<file path="config.mk">
export PLATFORM = sky130hd
export DESIGN_NAME = burst_wr_master
export DESIGN_NICKNAME = d
export VERILOG_FILES = /design/src/rtl/bwm_pkg.sv /design/src/rtl/bwm_aw_issue.sv /design/src/rtl/bwm_w_beats.sv /design/src/rtl/bwm_b_track.sv /design/src/rtl/burst_wr_master.sv
export SDC_FILE = /design/constraint.sdc
export NUM_CORES = 1
export LEC_CHECK = 0
export ABC_AREA = 1
export BUFFER_PORTS_ARGS = -buffer_cell sky130_fd_sc_hd__buf_2
export CORE_AREA = 2 2 253 255
export CTS_CLUSTER_SIZE = 10
export DETAILED_ROUTE_END_ITERATION = 8
export DIE_AREA = 0 0 255 257
export GPL_TIMING_DRIVEN = 0
export HOLD_SLACK_MARGIN = 0.02
export PLACE_DENSITY_LB_ADDON = 0.15
export SLEW_MARGIN = 20
export SYNTH_ARGS = -nofsm -noshare
export SYNTH_HDL_FRONTEND = slang
export SYNTH_SLANG_ARGS = --single-unit
</file>
<file path="constraint.sdc">
create_clock -name clk -period 3.2 [get_ports clk]
set_clock_uncertainty 0.2 [all_clocks]
set_input_delay 0.64 -clock clk [delete_from_list [all_inputs] [get_ports clk]]
set_output_delay 0.64 -clock clk [all_outputs]
set_load 0.02 [all_outputs]
</file>
<file path="src/rtl/bwm_pkg.sv">
package bwm_pkg;
  typedef enum logic [1:0] {
    RESP_OKAY   = 2'b00,
    RESP_EXOKAY = 2'b01,
    RESP_SLVERR = 2'b10,
    RESP_DECERR = 2'b11
  } axi_resp_e;

  localparam logic [1:0] BURST_INCR = 2'b01;
endpackage

</file>
<file path="src/rtl/bwm_aw_issue.sv">
module bwm_aw_issue #(
  parameter int ADDR_W  = 32,
  parameter int CNT_W   = 16,
  parameter int STEP_B  = 512,
  parameter int MAX_OUT = 4,
  parameter int OUT_W   = 3
) (
  input  logic              clk,
  input  logic              rst_n,
  input  logic              load,
  input  logic [ADDR_W-1:0] base_addr,
  input  logic              run_active,
  input  logic [CNT_W-1:0]  bursts_total,
  input  logic [OUT_W-1:0]  outstanding,
  input  logic              awready,
  output logic              awvalid,
  output logic [ADDR_W-1:0] awaddr,
  output logic [CNT_W-1:0]  aw_issued,
  output logic              aw_fire
);
  localparam logic [ADDR_W-1:0] STEP    = ADDR_W'(STEP_B);
  localparam logic [OUT_W-1:0]  OUT_LIM = OUT_W'(MAX_OUT);

  logic [ADDR_W-1:0] addr_q;
  logic [CNT_W-1:0]  issued_q;

  assign awvalid   = run_active && (issued_q < bursts_total) && (outstanding < OUT_LIM);
  assign aw_fire   = awvalid && awready;
  assign awaddr    = addr_q;
  assign aw_issued = issued_q;

  always_ff @(posedge clk) begin
    if (!rst_n) begin
      addr_q   <= '0;
      issued_q <= '0;
    end else if (load) begin
      addr_q   <= base_addr;
      issued_q <= '0;
    end else if (aw_fire) begin
      addr_q   <= addr_q + STEP;
      issued_q <= issued_q + 1'b1;
    end
  end

  // a presented address is held until taken
  a_r10_aw_hold: assert property (@(posedge clk) disable iff (!rst_n)
    awvalid && !awready |=> awvalid && $stable(awaddr));
  // no issue at the in-flight limit
  a_r4_issue_below_limit: assert property (@(posedge clk) disable iff (!rst_n)
    aw_fire |-> outstanding < OUT_LIM);
endmodule

</file>
<file path="src/rtl/bwm_w_beats.sv">
module bwm_w_beats #(
  parameter int CNT_W = 16,
  parameter int BEATS = 16,
  parameter int BT_W  = 4
) (
  input  logic             clk,
  input  logic             rst_n,
  input  logic             load,
  input  logic [CNT_W-1:0] aw_issued,
  input  logic             s_valid,
  input  logic             wready,
  output logic             wvalid,
  output logic             wlast,
  output logic             s_ready,
  output logic [CNT_W-1:0] w_bursts
);
  localparam logic [BT_W-1:0] LAST_BEAT = BT_W'(BEATS - 1);

  logic [BT_W-1:0]  beat_q;
  logic [CNT_W-1:0] wb_q;
  logic             w_fire;

  assign wvalid   = s_valid && (wb_q < aw_issued);
  assign wlast    = (beat_q == LAST_BEAT);
  assign w_fire   = wvalid && wready;
  assign s_ready  = w_fire;
  assign w_bursts = wb_q;

  always_ff @(posedge clk) begin
    if (!rst_n) begin
      beat_q <= '0;
      wb_q   <= '0;
    end else if (load) begin
      beat_q <= '0;
      wb_q   <= '0;
    end else if (w_fire) begin
      if (wlast) begin
        beat_q <= '0;
        wb_q   <= wb_q + 1'b1;
      end else begin
        beat_q <= beat_q + 1'b1;
      end
    end
  end

  // a beat after a last beat starts a new burst
  a_r3_last_wraps: assert property (@(posedge clk) disable iff (!rst_n)
    w_fire && wlast |=> !wlast);
  // a held data beat stays valid
  a_r3_w_hold: assert property (@(posedge clk) disable iff (!rst_n)
    wvalid && !wready && s_valid && !load |=> wvalid || !s_valid);
endmodule

</file>
<file path="src/rtl/bwm_b_track.sv">
module bwm_b_track #(
  parameter int CNT_W   = 16,
  parameter int MAX_OUT = 4,
  parameter int OUT_W   = 3
) (
  input  logic             clk,
  input  logic             rst_n,
  input  logic             load,
  input  logic             run_active,
  input  logic [CNT_W-1:0] bursts_total,
  input  logic             aw_fire,
  input  logic             bvalid,
  input  logic [1:0]       bresp,
  output logic             bready,
  output logic [OUT_W-1:0] outstanding,
  output logic             last_b,
  output logic             err
);
  import bwm_pkg::*;

  logic [OUT_W-1:0] out_q;
  logic [CNT_W-1:0] got_q;
  logic             err_q;
  logic             b_fire;

  assign bready      = run_active;
  assign b_fire      = bvalid && bready;
  assign last_b      = b_fire && (got_q == bursts_total - 1'b1);
  assign outstanding = out_q;
  assign err         = err_q;

  always_ff @(posedge clk) begin
    if (!rst_n) begin
      out_q <= '0;
      got_q <= '0;
      err_q <= 1'b0;
    end else if (load) begin
      out_q <= '0;
      got_q <= '0;
      err_q <= 1'b0;
    end else begin
      case ({aw_fire, b_fire})
        2'b10:   out_q <= out_q + 1'b1;
        2'b01:   out_q <= out_q - 1'b1;
        default: out_q <= out_q;
      endcase
      if (b_fire) begin
        got_q <= got_q + 1'b1;
        if (axi_resp_e'(bresp) != RESP_OKAY) err_q <= 1'b1;
      end
    end
  end

  // in-flight count bounded
  a_r4_no_overflow: assert property (@(posedge clk) disable iff (!rst_n)
    out_q <= OUT_W'(MAX_OUT));
  // error flag is sticky within a run
  a_r9_err_sticky: assert property (@(posedge clk) disable iff (!rst_n)
    err_q && !load |=> err_q);
endmodule

</file>
<file path="src/rtl/burst_wr_master.sv">
module burst_wr_master #(
  parameter int ADDR_W  = 32,
  parameter int DATA_W  = 256,
  parameter int CNT_W   = 16,
  parameter int BEATS   = 16,
  parameter int MAX_OUT = 4
) (
  input  logic                clk,
  input  logic                rst_n,
  input  logic                start_i,
  input  logic [ADDR_W-1:0]   base_addr_i,
  input  logic [CNT_W-1:0]    burst_cnt_i,
  output logic                done_o,
  output logic                err_o,
  input  logic                s_valid,
  output logic                s_ready,
  input  logic [DATA_W-1:0]   s_data,
  output logic                m_awvalid,
  input  logic                m_awready,
  output logic [ADDR_W-1:0]   m_awaddr,
  output logic [7:0]          m_awlen,
  output logic [2:0]          m_awsize,
  output logic [1:0]          m_awburst,
  output logic                m_wvalid,
  input  logic                m_wready,
  output logic [DATA_W-1:0]   m_wdata,
  output logic [DATA_W/8-1:0] m_wstrb,
  output logic                m_wlast,
  input  logic                m_bvalid,
  output logic                m_bready,
  input  logic [1:0]          m_bresp
);
  localparam int BYTES  = DATA_W / 8;
  localparam int STEP_B = BEATS * BYTES;
  localparam int OUT_W  = $clog2(MAX_OUT + 1);
  localparam int BT_W   = (BEATS > 1) ? $clog2(BEATS) : 1;

  logic             busy_q, done_q;
  logic [CNT_W-1:0] total_q;
  logic             accept, zero_run;
  logic [OUT_W-1:0] outstanding;
  logic [CNT_W-1:0] aw_issued, w_bursts;
  logic             aw_fire, last_b;

  assign accept   = start_i && !busy_q;
  assign zero_run = accept && (burst_cnt_i == '0);

  always_ff @(posedge clk) begin
    if (!rst_n) begin
      busy_q  <= 1'b0;
      done_q  <= 1'b0;
      total_q <= '0;
    end else begin
      done_q <= zero_run || last_b;
      if (accept) begin
        total_q <= burst_cnt_i;
        busy_q  <= (burst_cnt_i != '0);
      end else if (last_b) begin
        busy_q <= 1'b0;
      end
    end
  end

  bwm_aw_issue #(.ADDR_W(ADDR_W), .CNT_W(CNT_W), .STEP_B(STEP_B),
                 .MAX_OUT(MAX_OUT), .OUT_W(OUT_W)) u_aw (
    .clk(clk), .rst_n(rst_n), .load(accept), .base_addr(base_addr_i),
    .run_active(busy_q), .bursts_total(total_q), .outstanding(outstanding),
    .awready(m_awready), .awvalid(m_awvalid), .awaddr(m_awaddr),
    .aw_issued(aw_issued), .aw_fire(aw_fire));

  bwm_w_beats #(.CNT_W(CNT_W), .BEATS(BEATS), .BT_W(BT_W)) u_w (
    .clk(clk), .rst_n(rst_n), .load(accept), .aw_issued(aw_issued),
    .s_valid(s_valid), .wready(m_wready), .wvalid(m_wvalid),
    .wlast(m_wlast), .s_ready(s_ready), .w_bursts(w_bursts));

  bwm_b_track #(.CNT_W(CNT_W), .MAX_OUT(MAX_OUT), .OUT_W(OUT_W)) u_b (
    .clk(clk), .rst_n(rst_n), .load(accept), .run_active(busy_q),
    .bursts_total(total_q), .aw_fire(aw_fire), .bvalid(m_bvalid),
    .bresp(m_bresp), .bready(m_bready), .outstanding(outstanding),
    .last_b(last_b), .err(err_o));

  assign m_awlen   = 8'(BEATS - 1);
  assign m_awsize  = 3'($clog2(BYTES));
  assign m_awburst = bwm_pkg::BURST_INCR;
  assign m_wdata   = s_data;
  assign m_wstrb   = '1;
  assign done_o    = done_q;

  // completion is a single-cycle pulse
  a_r6_done_pulse: assert property (@(posedge clk) disable iff (!rst_n)
    done_o |=> !done_o);
  // zero-count start completes next cycle
  a_r7_zero_done: assert property (@(posedge clk) disable iff (!rst_n)
    start_i && !busy_q && burst_cnt_i == '0 |=> done_o);
  // start while busy leaves the programmed count alone
  a_r8_busy_ignore: assert property (@(posedge clk) disable iff (!rst_n)
    busy_q && start_i |=> $stable(total_q));
  // stream consumed only with a valid word and accepting memory
  a_r3_ready_path: assert property (@(posedge clk) disable iff (!rst_n)
    s_ready |-> s_valid && m_wready);
  // data never leads its address
  a_r5_w_behind_aw: assert property (@(posedge clk) disable iff (!rst_n)
    m_wvalid |-> w_bursts < aw_issued);
endmodule

</file>
==> flow_metrics.tcl <==
set metrics [dict create \
    status "completed" \
    dp_hpwl_um 30600 \
    yosysMostFrequentCell "buf_4" \
    period_share_pct 96.8 \
    ys_types 48 \
    grt_pass1_wl_um 53800 \
    grt_pass1_vias 9458 \
    syn-mean-instance-area_um2 6.73 \
    cts_sinks 106 \
    cp-end-kind "primary output" \
    ys_seq_elements 106 \
    route.met2.wl_um 18600 \
    clkPwrFrac_pct 30.0 \
    synth_area_mm2 0.00925 \
    synthTopCellsByCount "buf_4 (303), nand2_1 (260), nor2_1 (143), dfxtp_1 (106), inv_1 (102)" \
    clk_latency_ns 0.38 \
    setup_viol 0 \
    synthDominantCellAreaShare_pct 24.6 \
    clock_path_buffers 2 \
    route.top_layer_used "met5" \
    tritoncts "done" \
    fmax_ghz 0.323 \
    place.gp.congestion 0.781 \
    vias 9733 \
    synthTopCellsByArea "buf_4 (25%), dfxtp_1 (23%), nand2_1 (11%)" \
    period_needed_ns 3.10 \
    final_cells 2651 \
    comb_power_share_pct 34.9 \
    yosysSeqAreaShare_pct 22.9 \
    vias_per_cell 3.67 \
    placementRows 92 \
    die_y_um 257 \
    cap_violations 0 \
    p_int_mw 2.63 \
    synth_warnings 0 \
    synth_edf_count 0 \
    power_mw 4.18 \
    wl_per_cell_um 13.9 \
    crit_arrival_ns 2.26 \
    maxSlewViolCount 0 \
    core_area_mm2 0.0627 \
    async_reset_ff_share_pct 0 \
    worstHoldStart "u_b.err$_SDFFE_PP0P_" \
    wl_met3_um 2230 \
    cts.htree.levels 3 \
    holdPathEnd "u_b.err$_SDFFE_PP0P_" \
    area_delta_synth_final_pct 39.1 \
    placed_area_mm2 0.0122 \
    p_seq_share_pct 35.1 \
    placedCellCount 2612 \
    path_max_fanout 10 \
    required_ns 2.36 \
    die_w_um 255 \
    overflow 0 \
    cts_made_buffers 9 \
    vdd_drop_max_mv 0.193 \
    port_buffers 349 \
    grtUsageTotal_pct 10.7 \
    r2r-start "total_q[9]$_SDFFE_PN0P_" \
    clock-root-buffer "clkbuf_16" \
    start_util_pct 14.7 \
    antenna_found_initial 7 \
    critPathKind "reg2out" \
    drtIter0Drc 463 \
    dieArea_mm2 0.0655 \
    drt_first_pass_iters 5 \
    slew-limit-headroom_pct 50.2 \
    synth_ff_type "dfxtp_1" \
    clk_pin_slew_ns 0.08 \
    nNetsFinal 2148 \
    holdPathStages 2 \
    layout-drive-gt1-share_pct 42.4 \
    reg2reg_to "u_b.outstanding[1]$_SDFFE_PP0P_" \
    m1WireLength_um 15500 \
    worst-slew-pin-transition_ns 0.747 \
    syn_inst 1374 \
    grt_max_degree 20 \
    p_per_area_mw_per_mm2 325 \
    reg2reg_depth 15 \
    routed_wl_um 36800 \
    hold_ws_ns 0.251 \
    crit_path_start_kind "flop" \
    finalHoldViolations 0 \
    ios 653 \
    yosys.area.top_type "buf_4" \
    hold_buffers 0 \
    p_leak_nw 6.19 \
    hp-class "reg2reg" \
    route.detailed.drc 0 \
    finalInstanceArea_mm2 0.0129 \
    switching_share_pct 37.1 \
    power_switching_mw 1.55 \
    r2r_slack_ns 0.31 \
    ant_nets 0 \
]
-- placed cells by master, fill, tap and decap left out, types with 5 or more instances in the layout --
cell / n
nand3b_1: 10
nand4_1: 40
dfxtp_2: 14
dfxtp_4: 6
buf_2: 354
nor4_1: 6
ha_1: 34
nand3_1: 59
nand2_2: 5
clkbuf_16: 9
buf_6: 5
nor3_1: 22
inv_2: 10
dfxtp_1: 86
xor2_1: 34
buf_4: 321
a21oi_1: 92
clkbuf_1: 24
a21oi_2: 5
nor2_1: 143
o21ai_0: 53
conb_1: 45
inv_1: 96
nand2_1: 255
xnor2_1: 14
buf_1: 5
-- power by group through the flow --
| stage | sequential, mW | combinational [mW] | clock [mW] |
|---|---|---|---|
| floorplan | 1.52 | 0.963 | 0 |
| global placement | 1.50 | 1.43 | 0 |
| detailed placement | 1.50 | 1.43 | 0 |
| CTS | 1.47 | 1.45 | 1.32 |
| global route | 1.48 | 1.60 | 1.35 |
| finish | 1.47 | 1.46 | 1.25 |
-- critical path, cell delays in order (launching register included) --
cell and delay, ns:
dfxtp_4 0.36, inv_1 0.15, ha_4 0.23, a21oi_1 0.12, nor2_1 0.06, a211oi_2 0.22
nand2_2 0.12, a21boi_4 0.25, buf_6 0.18, buf_2 0.18
-- layout make-up --
class	instances	area [µm²]
buffer	341	2450
clock inverter	5	61.3
inverter	109	418
sequential	106	2160
multi-input combinational	860	4530
fill	7100	49900
clock buffer	11	253
timing repair buffer	370	1930
antenna	3	7.51
tap	846	1060
-- how the worst max path moves through the flow --
stage,start,endpoint,cells past startpoint
final,u_aw.aw_issued[5]$_SDFFE_PP0P_,m_wvalid,9
after global routing,u_aw.aw_issued[5]$_SDFFE_PP0P_,m_wvalid,9
after CTS,u_aw.aw_issued[5]$_SDFFE_PP0P_,m_wvalid,9
after detailed placement,total_q[5]$_SDFFE_PN0P_,u_b.outstanding[1]$_SDFFE_PP0P_,17
after global placement,total_q[5]$_SDFFE_PN0P_,u_b.outstanding[1]$_SDFFE_PP0P_,17
after floorplan,total_q[5]$_SDFFE_PN0P_,u_b.outstanding[1]$_SDFFE_PP0P_,17
-- cells by family after synthesis --
group / synth area share (%)
fa+ha+maj: 5.22
buf+inv: 30.9
xor+xnor: 4.54
compound gates: 9.71
simple gates: 26.6
other cells: 0.0812
flops: 22.9
-- state kept, by name, summed over array words and instances, names as in the netlist --
| name | cells |
|---|---|
| u_b.outstanding | 3 |
| total_q | 16 |
| u_w.beat_q | 4 |
| u_b.err | 1 |
| busy_q | 1 |
| u_aw.awaddr | 32 |
| u_aw.aw_issued | 16 |
| done_o | 1 |
| u_b.got_q | 16 |
| u_w.w_bursts | 16 |
-- stage by stage --
step | setup TNS, ns | setup WS, ns | utilization, %
floorplan | 0 | 0.334 | -
global route | -0.0620 | -0.0278 | 20.5
global placement | -0.418 | -0.218 | 19.5
detailed placement | -0.487 | -0.252 | 19.5
finish | 0 | 0.102 | 20.5
CTS | -0.119 | -0.0780 | 20.1
-- layer usage --
layer,track usage [%],vias up
li1,-,4935
met1,12.6,4382
met2,19.5,379
met3,2.07,31
met4,2.71,6
met5,0,-
-- repair_timing --
item	in CTS	in global routing
gates resized for setup	18	44
setup endpoints to repair	5	5
cloned	0	0
buffers inserted	6	15
pin swaps	3	12
(Power assumes the default switching activity.)
